===== src/rtl/dram_seq.sv =====
`timescale 1ns/1ps
module dram_seq #(
  parameter int DIV_LOG2 = 6,
  parameter int ROW_W = 10
) (
  input  logic clk,
  input  logic rst_n,
  input  logic rfsh_clk,
  input  logic acc_req_n,
  input  logic keep_open_n,
  input  logic row_hold_short,
  input  logic pre_short,
  output logic ras_n,
  output logic cas_n,
  output logic grant,
  output logic ack_n,
  output logic ack_oe,
  output logic rfsh_active,
  output logic row_strobe_start,
  output logic [ROW_W-1:0] rfsh_addr,
  output logic col_phase
);
  logic [2:0] rsync;
  logic [DIV_LOG2-1:0] div_cnt;
  logic pend, page_mode, col_full, col_half;
  logic [2:0] cnt;
  logic [1:0] pc;

  wire tick    = rsync[1] & ~rsync[2];
  wire rq_tick = tick & (&div_cnt);
  wire idle    = !grant && !rfsh_active && ras_n && (pc == 2'd0);
  wire start_r = idle && pend;
  wire start_a = idle && !pend && !acc_req_n;
  wire ras_neg = !ras_n && ((rfsh_active && cnt == 3'd3) ||
                 (grant && (acc_req_n || (page_mode ? keep_open_n : cnt == 3'd3))));

  assign ack_oe    = !acc_req_n;
  assign col_phase = row_hold_short ? col_half : col_full;

  always_ff @(posedge clk or negedge rst_n) begin
    if (!rst_n) begin
      rsync <= '0;
      div_cnt <= '0;
      pend <= 1'b0;
      row_strobe_start <= 1'b0;
      cnt <= '0;
      ras_n <= 1'b1;
      pc <= '0;
      rfsh_active <= 1'b0;
      rfsh_addr <= '0;
      grant <= 1'b0;
      page_mode <= 1'b0;
      ack_n <= 1'b1;
      col_full <= 1'b0;
    end else begin
      rsync <= {rsync[1:0], rfsh_clk};
      if (tick) div_cnt <= div_cnt + 1'b1;
      if (rq_tick) pend <= 1'b1;
      else if (start_r) pend <= 1'b0;
      row_strobe_start <= start_r | start_a;

      if (start_r | start_a) cnt <= '0;
      else if ((grant | rfsh_active) && cnt != 3'd7) cnt <= cnt + 3'd1;

      if (start_r | start_a) ras_n <= 1'b0;
      else if (ras_neg) ras_n <= 1'b1;

      if (ras_neg) pc <= pre_short ? 2'd2 : 2'd3;
      else if (pc != 2'd0) pc <= pc - 2'd1;

      if (start_r) rfsh_active <= 1'b1;
      else if (rfsh_active && cnt == 3'd3) begin
        rfsh_active <= 1'b0;
        rfsh_addr <= rfsh_addr + 1'b1;
      end

      if (start_a) begin
        grant <= 1'b1;
        page_mode <= !keep_open_n;
      end else if (grant && acc_req_n) begin
        grant <= 1'b0;
        ack_n <= 1'b1;
        col_full <= 1'b0;
      end else if (grant) begin
        if (cnt == 3'd0) col_full <= 1'b1;
        if (cnt == 3'd3) ack_n <= 1'b0;
      end
    end
  end

  always_ff @(negedge clk or negedge rst_n) begin
    if (!rst_n) begin
      cas_n <= 1'b1;
      col_half <= 1'b0;
    end else begin
      cas_n <= !(grant && cnt != 3'd0);
      col_half <= grant;
    end
  end
endmodule


===== config.mk =====
export PLATFORM = sky130hd
export DESIGN_NAME = dram_seq
export DESIGN_NICKNAME = d
export VERILOG_FILES = /design/src/rtl/dram_seq.sv
export SDC_FILE = /design/constraint.sdc
export NUM_CORES = 1
export LEC_CHECK = 0
export ABC_AREA = 1
export BUFFER_PORTS_ARGS = -buffer_cell sky130_fd_sc_hd__buf_4
export CORE_MARGIN = 2
export CORE_UTILIZATION = 41
export CTS_CLUSTER_DIAMETER = 80
export DETAILED_ROUTE_END_ITERATION = 16
export MAX_ROUTING_LAYER = met4
export PLACE_DENSITY_LB_ADDON = 0.05
export RECOVER_POWER = 50
export SETUP_SLACK_MARGIN = 0.1
export SYNTH_ARGS = -nofsm -noshare
export SYNTH_HDL_FRONTEND = slang
export SYNTH_SLANG_ARGS = --single-unit

===== constraint.sdc =====
create_clock -name clk -period 1.33 [get_ports clk]
set_input_delay 0.0665 -clock clk [delete_from_list [all_inputs] [get_ports clk]]
set_output_delay 0.0665 -clock clk [all_outputs]
set_load 0.005 [all_outputs]

[Yosys cells after proc, flatten, opt, wreduce, memory -nomap -nowiden]
Cells that the tools add are included.
Cells by class
  reduce and logical (&&, ||, !) cells: 38
  eq/ne operators: 2
  bitwise gates (word level): 7
  add/sub/neg operators: 4
  mux-type cells: 21
Operator list (number)
  2-bit nonzero test: 10
  1-bit two-way mux: 17
  1-bit logical AND: 12
  10-bit by 1-bit adder with 10-bit output, second input constant: 1
  1-bit zero test: 7
  6-bit by 1-bit adder with 6-bit output, second input constant: 1
  3-bit two-way mux: 2
  3-bit AND reduction: 2
  6-bit AND reduction: 1
  2-bit two-way mux: 2
  3-bit by 1-bit adder with 3-bit output, second input constant: 1
  3-bit by 2-bit equality test with 1-bit output, second input constant: 1
  3-bit zero test: 1
  3-bit inequality test, second input constant: 1
  1-bit NOT: 3
  3-bit nonzero test: 1
  1-bit AND: 2
  2-bit zero test: 1
  1-bit logical OR: 2
  1-bit OR: 2
  2-bit AND reduction: 1
  2-bit by 1-bit subtractor with 2-bit output, second input constant: 1
Word-level totals
  output and inout port bits: 18
  bits in registers: 34
  logic and storage cells: 87
  input port bits: 7

[Depth between registers and ports, before layout]
Gate-level depths: netlist of run 1.
  depth after elaboration: 8
  gate-level depth with buffers: 9
  gate-level depth less buffers: 9

==> key figures, run 1 <==
Status
  • Outcome: finished, violations left
  • Failing checks: setup timing

Drt
  • DRC: 0
  • DRT antenna net count: 0
  • Drt first pass iters: 4
  • Drt initial violations: 23
  • DR vias: approximately 1,300
  • DRT Wirelength: 3.363 mm
  • DR WL/cell: about 12 um
  • Vias/cell: roughly 4.7

Finish
  • Ratio of cells with drive above 1 in the final layout: a little under half
  • Fin util: approximately 65%
  • ANT cells: 0
  • Area Growth Syn to Fin: 47.78%
  • Post-route cell area: 2415 sq um
  • Final nets: around 240

Worst setup path
  • Crit-path max FO: 1
  • WS Path Type: reg2out
  • Critical Path Source: col_half$_DFF_NN0_
  • Setup crit end kind: primary output
  • Required time of the critical path: around 1.3 ns
  • Arr. time, crit path: around 1.7 ns
  • RR Startpoint: cnt[1]$_DFFE_PN0P_
  • CP Launch Type: flop

Power and ir drop
  • Pint: between 2 and 3 mW
  • Clock share of power: approximately 22%
  • Max VDD drop: 0.7226 mV
  • Sequential power share: 39.1%
  • Switching pwr: 1.274 mW
  • Power per cell area: 1607 nW/um^2
  • Logic pwr share: between 30 and 40%
  • P_leak: 1.240 nW
  • Sw Ratio: 32.82%

Placement
  • Port Buffers: 24
  • Gpl congestion: 0.7808
  • Pre-CTS setup slack: -0.1329 ns
  • Placed cell areas: about 1900 sq um
  • Final HPWL DP: around 2.3 mm

GRT
  • Vias in the first global route: around 1,200
  • Initial antenna violation count: 0
  • First-pass GRT wire length: around 5.2 mm
  • Aggregate global-route resource usage: between 10% and 20%
  • Largest net degree at the start of global routing: 30
  • GR Overflow Total: 0

STA
  • Setup violators final: 7
  • Worst Skew: around 0.065 ns
  • Fin Hold WS: about 0.032 ns
  • Rel. slew slack: roughly three quarters
  • Slew Limit Fails: 0
  • Unrepaired setup endpoints after global routing: true
  • Final-report hold violation count: 0
  • Final WS setup: -0.3880 ns
  • Worst slew pin tran: roughly 0.4 ns
  • Setup tns final: -0.8615 ns

Clocking
  • CTS tree: built
  • CTS Buf Count: 5
  • Insertion delay to the later sink of the worst-skew pair: 0.34 ns
  • Htree depth: 2
  • Max Buffers Root-to-Sink: 2
  • Clock sink count: 34
  • Clock-pin slew on the worst setup and hold paths: ~0.07 ns
  • Root Driver: clkbuf_8

Floorplan
  • Core Region: about 3700 sq um
  • Starting Density: between 40% and 50%
  • Chip width: roughly 67 um
  • Die height: 67.13 um
  • Die area: 4506 sq um
  • Io pins: 25
  • # rows: 22

Logic synthesis
  • Synth top area share: a little under half
  • Syn. warnings: 0
  • Distinct cells, synth: 28
  • Synth area leader: dfrtp_1
  • Commonest cells in the netlist: 43 x nand2_1, 30 x dfrtp_1, 30 x inv_1, 11 x nor2_1
  • Async SR Flop Fraction: 100.0%
  • Synth area leaders: dfrtp_1 46%, nand2_1 9.9%, inv_1 6.9%, ha_1 5.4%, dfstp_2 4.8%
  • Synthesized netlist cell count: 176
  • Mapped Nets: 190
  • Synth Register Bits: 34
  • Predominant post-synthesis flop cell: dfrtp_1
  • Post-synth EDFFs: 0
  • Synthesized area per cell: roughly 9.3 sq um
  • Mapped cell area: roughly 1600 sq um
  • Register area share after synthesis: a little over half
  • Top-count cell post-synth: nand2_1

Hold path
  • Hold WC Path Type: in2reg
  • Beginning of the worst hold path: pre_short

Job
  • Maxcap violations: 0
==> routing by layer <==
layer / vias up / GRT usage, % / share of wire (%) / wire [um]
met5: - / - / 0 / 0
met4: 0 / 7.653 / 1.4 / 46
met3: 5 / 4.000 / 2.8 / 94
met2: 15 / 26.61 / 52 / 1753
met1: 631 / 18.29 / 44 / 1468
li1: 648 / - / - / -
==> cell type report <==
| type | count | area [sq um] |
|---|---|---|
| Tap cell | 48 | 60.06 |
| Inverter | 32 | 137.6 |
| Sequential cell | 34 | 855.8 |
| Clock inverter | 2 | 7.507 |
| Fill cell | 308 | 1329 |
| Clock buffer | 7 | 96.34 |
| Multi-Input combinational cell | 108 | 872.1 |
| Timing Repair Buffer | 47 | 374.1 |
| Timing Repair inverter | 1 | 11.26 |
==> logic make-up after synthesis <==
kind of cell               Yosys count  synth area share (%)
and+or+nand+nor                     79                 23.05
buffers and inverters               34                 8.653
DFF                                 34                 52.30
xor gates and xnor gates            10                 5.360
AOI/OAI and AO/OA                    9                 3.217
adders and majority gates            7                 5.360
muxes                                3                 2.067
==> power groups by stage <==
stage          Sequential (mW)  Clock, mW  Combinational [mW]
2_1_floorplan             1.47    0.00941               0.686
3_3_place_gp              1.48    0.00941                1.03
3_5_place_dp              1.50    0.00941                1.08
4_1_cts                   1.50      0.857                1.34
5_1_grt                   1.56      0.908                1.68
6_report                  1.52      0.838                1.53
==> sequential cells by signal (all words and copies together), names as in the netlist, 2 cells and up <==
signal     flops
cnt            3
rsync          3
pc             2
rfsh_addr     10
div_cnt        6
==> worst max-delay path, stage by stage, from the launching register on <==
cell	delay, ns
dfrtn_1	0.33
mux2_4	0.26
buf_6	0.11
==> path summary, 6_finish.rpt <==
check	to	slack, ns	cells past startpoint
worst max register to register	cas_n$_DFF_NN1_	-0.09	4
worst min-delay path	pc[0]$_DFFE_PN0P_	0.03	4
max in group asynchronous	cas_n$_DFF_NN1_	0.20	2
min in group asynchronous	col_full$_DFFE_PN0P_	0.21	2
worst min register to register	rsync[1]$_DFF_PN0_	0.35	0
worst max-delay path	col_phase	-0.39	2
==> timing repair <==
action	in CTS	in global routing
pin swaps	7	21
buffers inserted	4	8
endpoints found under the setup margin	21	23
endpoints found under the hold margin	34	0
hold buffers	4	0
gates cloned	0	1
gates resized for setup	31	34
==> placed cells by master (no fill, tap or decap), types with 2 or more instances in the layout <==
cell,count
dfstp_2,3
nand4_1,3
nor2_2,6
nand2_1,34
clkbuf_4,3
nand3b_1,3
nor3_2,2
nor2_4,3
o21ai_1,2
dlygate4sd3_1,4
nor3_4,2
clkbuf_8,7
nand2_2,6
inv_1,23
dfrtp_1,29
buf_6,4
inv_2,7
xor2_1,8
nand2_4,5
nor2_1,5
buf_4,35
nand3_1,2
mux2_2,2
nand3_2,6
ha_4,6
o21ai_0,3
inv_4,2
==> through the flow <==
stage | cells | total power, mW
CTS | 270 | 3.696
global placement | 254 | 2.527
global route | 279 | 4.149
floorplan | 176 | 2.169
finish | 279 | 3.881
detailed placement | 254 | 2.592
No activity file was read; power rests on OpenSTA's default activity.
==> run 2: changes to the inputs <==
--- a/config.mk
+++ b/config.mk
@@ -8,7 +8,7 @@
 export ABC_AREA = 1
 export BUFFER_PORTS_ARGS = -buffer_cell sky130_fd_sc_hd__buf_4
 export CORE_MARGIN = 2
-export CORE_UTILIZATION = 41
+export CORE_UTILIZATION = 39
 export CTS_CLUSTER_DIAMETER = 80
 export DETAILED_ROUTE_END_ITERATION = 16
 export MAX_ROUTING_LAYER = met4
==> run 2 against run 1 <==
The flow still finishes with violations (setup timing). Wire length is 4.8% lower. Total power fell by 3.9%. Global-route usage rose by 0.73 points. Sequential share of layout area up 1.5 points. Final cell count is 1.1% lower. Setup slack improved by 0.0052 ns. First-iteration DRC count rose to 4.2 times the previous value. Via count is 3.2% lower. Flip-flop and latch count unchanged. Utilization decreased by 7.1 points. Largest power group is now registers. Highest routed layer unchanged.
==> key figures, run 2 (synthesis gave the netlist of run 1 again) <==
Finish
  • Most common cell after layout, fill and taps aside: nand2_1
  • Max FFs per register: 10
  • # fillers: 350
  • Biggest register: rfsh_addr
  • Final nets: about 240
  • Most frequent cells in the layout: 32 x nand2_1, 30 x dfrtp_1, 29 x buf_4
  • Largest regs: rfsh_addr (10), div_cnt (6)
  • Area Growth Syn to Fin: 41.42%
  • ANT cells: 0
  • Ratio of cells with drive above 1 in the final layout: ~42%
  • Post-route cell area: roughly 2300 sq um

Worst setup path
  • Arr. time, crit path: 1.65 ns
  • Worst R2R End: pc[0]$_DFFE_PN0P_
  • Setup crit end kind: primary output
  • RR Startpoint: cnt[1]$_DFFE_PN0P_
  • Required time of the critical path: 1.26 ns
  • Worst reg-to-reg path cell count: 9
  • Cell breakdown of the critical path: mux2_4, buf_6
  • Slowest CP cell: dfrtn_1
  • Worst R2R Setup Slack: -0.08 ns
  • Crit-path max FO: 1
  • WS Path Type: reg2out
  • Slowest stage delay, CP: ~0.32 ns
  • CP Launch Type: flop

STA
  • Unrepaired setup endpoints after global routing: true
  • Worst Skew: roughly 0.062 ns
  • Slew Limit Fails: 0
  • Worst slew pin tran: 0.7791 ns
  • Final-report hold violation count: 0
  • Setup violators final: 11
  • Fin Hold WS: between 0.02 and 0.03 ns
  • Setup tns final: -1.116 ns
  • Final WS setup: -0.3828 ns
  • Rel. slew slack: between 40% and 50%

Clocking
  • CTS Buf Count: 5
  • Root Driver: clkbuf_8
  • Insertion delay to the later sink of the worst-skew pair: between 0.3 and 0.4 ns
  • CTS tree: built
  • Htree depth: 2
  • Clock-pin slew on the worst setup and hold paths: approximately 0.070 ns
  • Clock sink count: 34
  • Max Buffers Root-to-Sink: 2

Floorplan
  • Die area: 4724 sq um
  • # rows: 23
  • Io pins: 25
  • Chip width: between 60 and 70 um
  • Core Region: 4029 sq um
  • Die height: 68.73 um
  • Starting Density: around 41%

Drt
  • Drt first pass iters: 4
  • DRT antenna net count: 0
  • DR WL/cell: 11.60 um
  • Drt initial violations: 96
  • Vias/cell: 4.554
  • DRC: 0
  • DRT Wirelength: around 3.2 mm
  • DR vias: ~1,300

Job
  • Maxcap violations: 0

Status
  • Failing checks: setup timing
  • Outcome: finished, violations left

GRT
  • Vias in the first global route: 1,256
  • Aggregate global-route resource usage: between 10% and 20%
  • First-pass GRT wire length: around 5.6 mm
  • GR Overflow Total: 0
  • Largest net degree at the start of global routing: 19
  • Initial antenna violation count: 0

Hold path
  • Hold path cells: 4
  • Beginning of the worst hold path: pre_short
  • Hold WC Path Type: in2reg
  • Hold EP: pc[0]$_DFFE_PN0P_

Power and ir drop
  • Max VDD drop: 0.8026 mV
  • Power per cell area: about 1600 nW/um^2
  • P_leak: 1.186 nW

Placement
  • Gpl congestion: about 0.8
  • Final HPWL DP: approximately 2.3 mm
  • Port Buffers: 24
  • Placed cell areas: about 1900 sq um
-- run 2: cell count changes in the layout (fill, tap and decap cells not counted), moves of 2 or more --
cell,change
buf_4,-6
clkbuf_4,-2
ha_2,+2
ha_4,-2
inv_1,+2
inv_4,-2
nand2_1,-2
nand2_2,+2
nand3_1,+3
nand3_2,-2
nor2_1,+2
nor2_2,-2
-- run 2: worst max-delay path, delay by kind of cell (launching register included) --
kind	cells	cell delay, ns
buffers and inverters	1	0.11
DFF	1	0.32
muxes	1	0.26
-- run 2: where the power goes --
| part | total [mW] | switching (mW) | internal, mW |
|---|---|---|---|
| combinational | 1.34 | 0.638 | 0.703 |
| clock | 0.886 | 0.360 | 0.526 |
| sequential | 1.50 | 0.184 | 1.32 |
| total | 3.73 | 1.18 | 2.55 |
-- run 2: how the worst max path moves through the flow --
stage	startpoint	to	slack, ns	cells after the start
floorplan	cnt[1]$_DFFE_PN0P_	cas_n$_DFF_NN1_	-0.07	4
global placement	cnt[1]$_DFFE_PN0P_	cas_n$_DFF_NN1_	-0.09	4
detailed placement	cnt[1]$_DFFE_PN0P_	cas_n$_DFF_NN1_	-0.13	4
CTS	col_half$_DFF_NN0_	col_phase	-0.39	2
global route	col_half$_DFF_NN0_	col_phase	-0.42	2
finish	col_half$_DFF_NN0_	col_phase	-0.38	2
-- run 2: final cells by class --
type | count | area [sq um] | area share, %
clock buffers | 8 | 110.1 | 4.764
clock inverters | 1 | 3.754 | 0.1624
inverters | 32 | 127.6 | 5.522
multi-input cells | 108 | 807.0 | 34.92
flip-flops and latches | 34 | 854.6 | 36.98
well taps | 50 | 62.56 | 2.707
repair buffers | 42 | 334.1 | 14.46
repair inverters | 1 | 11.26 | 0.4873
-- run 2: through the flow --
stage,total power [mW],setup WS [ns],cells,util (%)
after global placement,2.557,-0.09151,258,48.04
after CTS,3.704,-0.3902,274,56.02
after global routing,4.057,-0.4152,276,57.36
after detailed placement,2.612,-0.1275,258,48.04
after floorplan,2.169,-0.07124,176,-
final,3.729,-0.3828,276,57.36
-- run 2: layer usage --
| layer | global-route usage, % | wire length (um) | vias up |
|---|---|---|---|
| met5 | - | 0 | - |
| met4 | 8.088 | 77 | 0 |
| met3 | 3.409 | 123 | 8 |
| met2 | 26.92 | 1587 | 18 |
| met1 | 20.40 | 1413 | 589 |
| li1 | - | - | 642 |
-- run 2: repair_timing --
item                                    CTS  global route
endpoints found under the setup margin   21            24
buffers inserted                          3             2
gates resized for setup                  35            16
pin swaps                                14             4
endpoints found under the hold margin    33             0
gates cloned                              1             0
hold buffers                              4             0
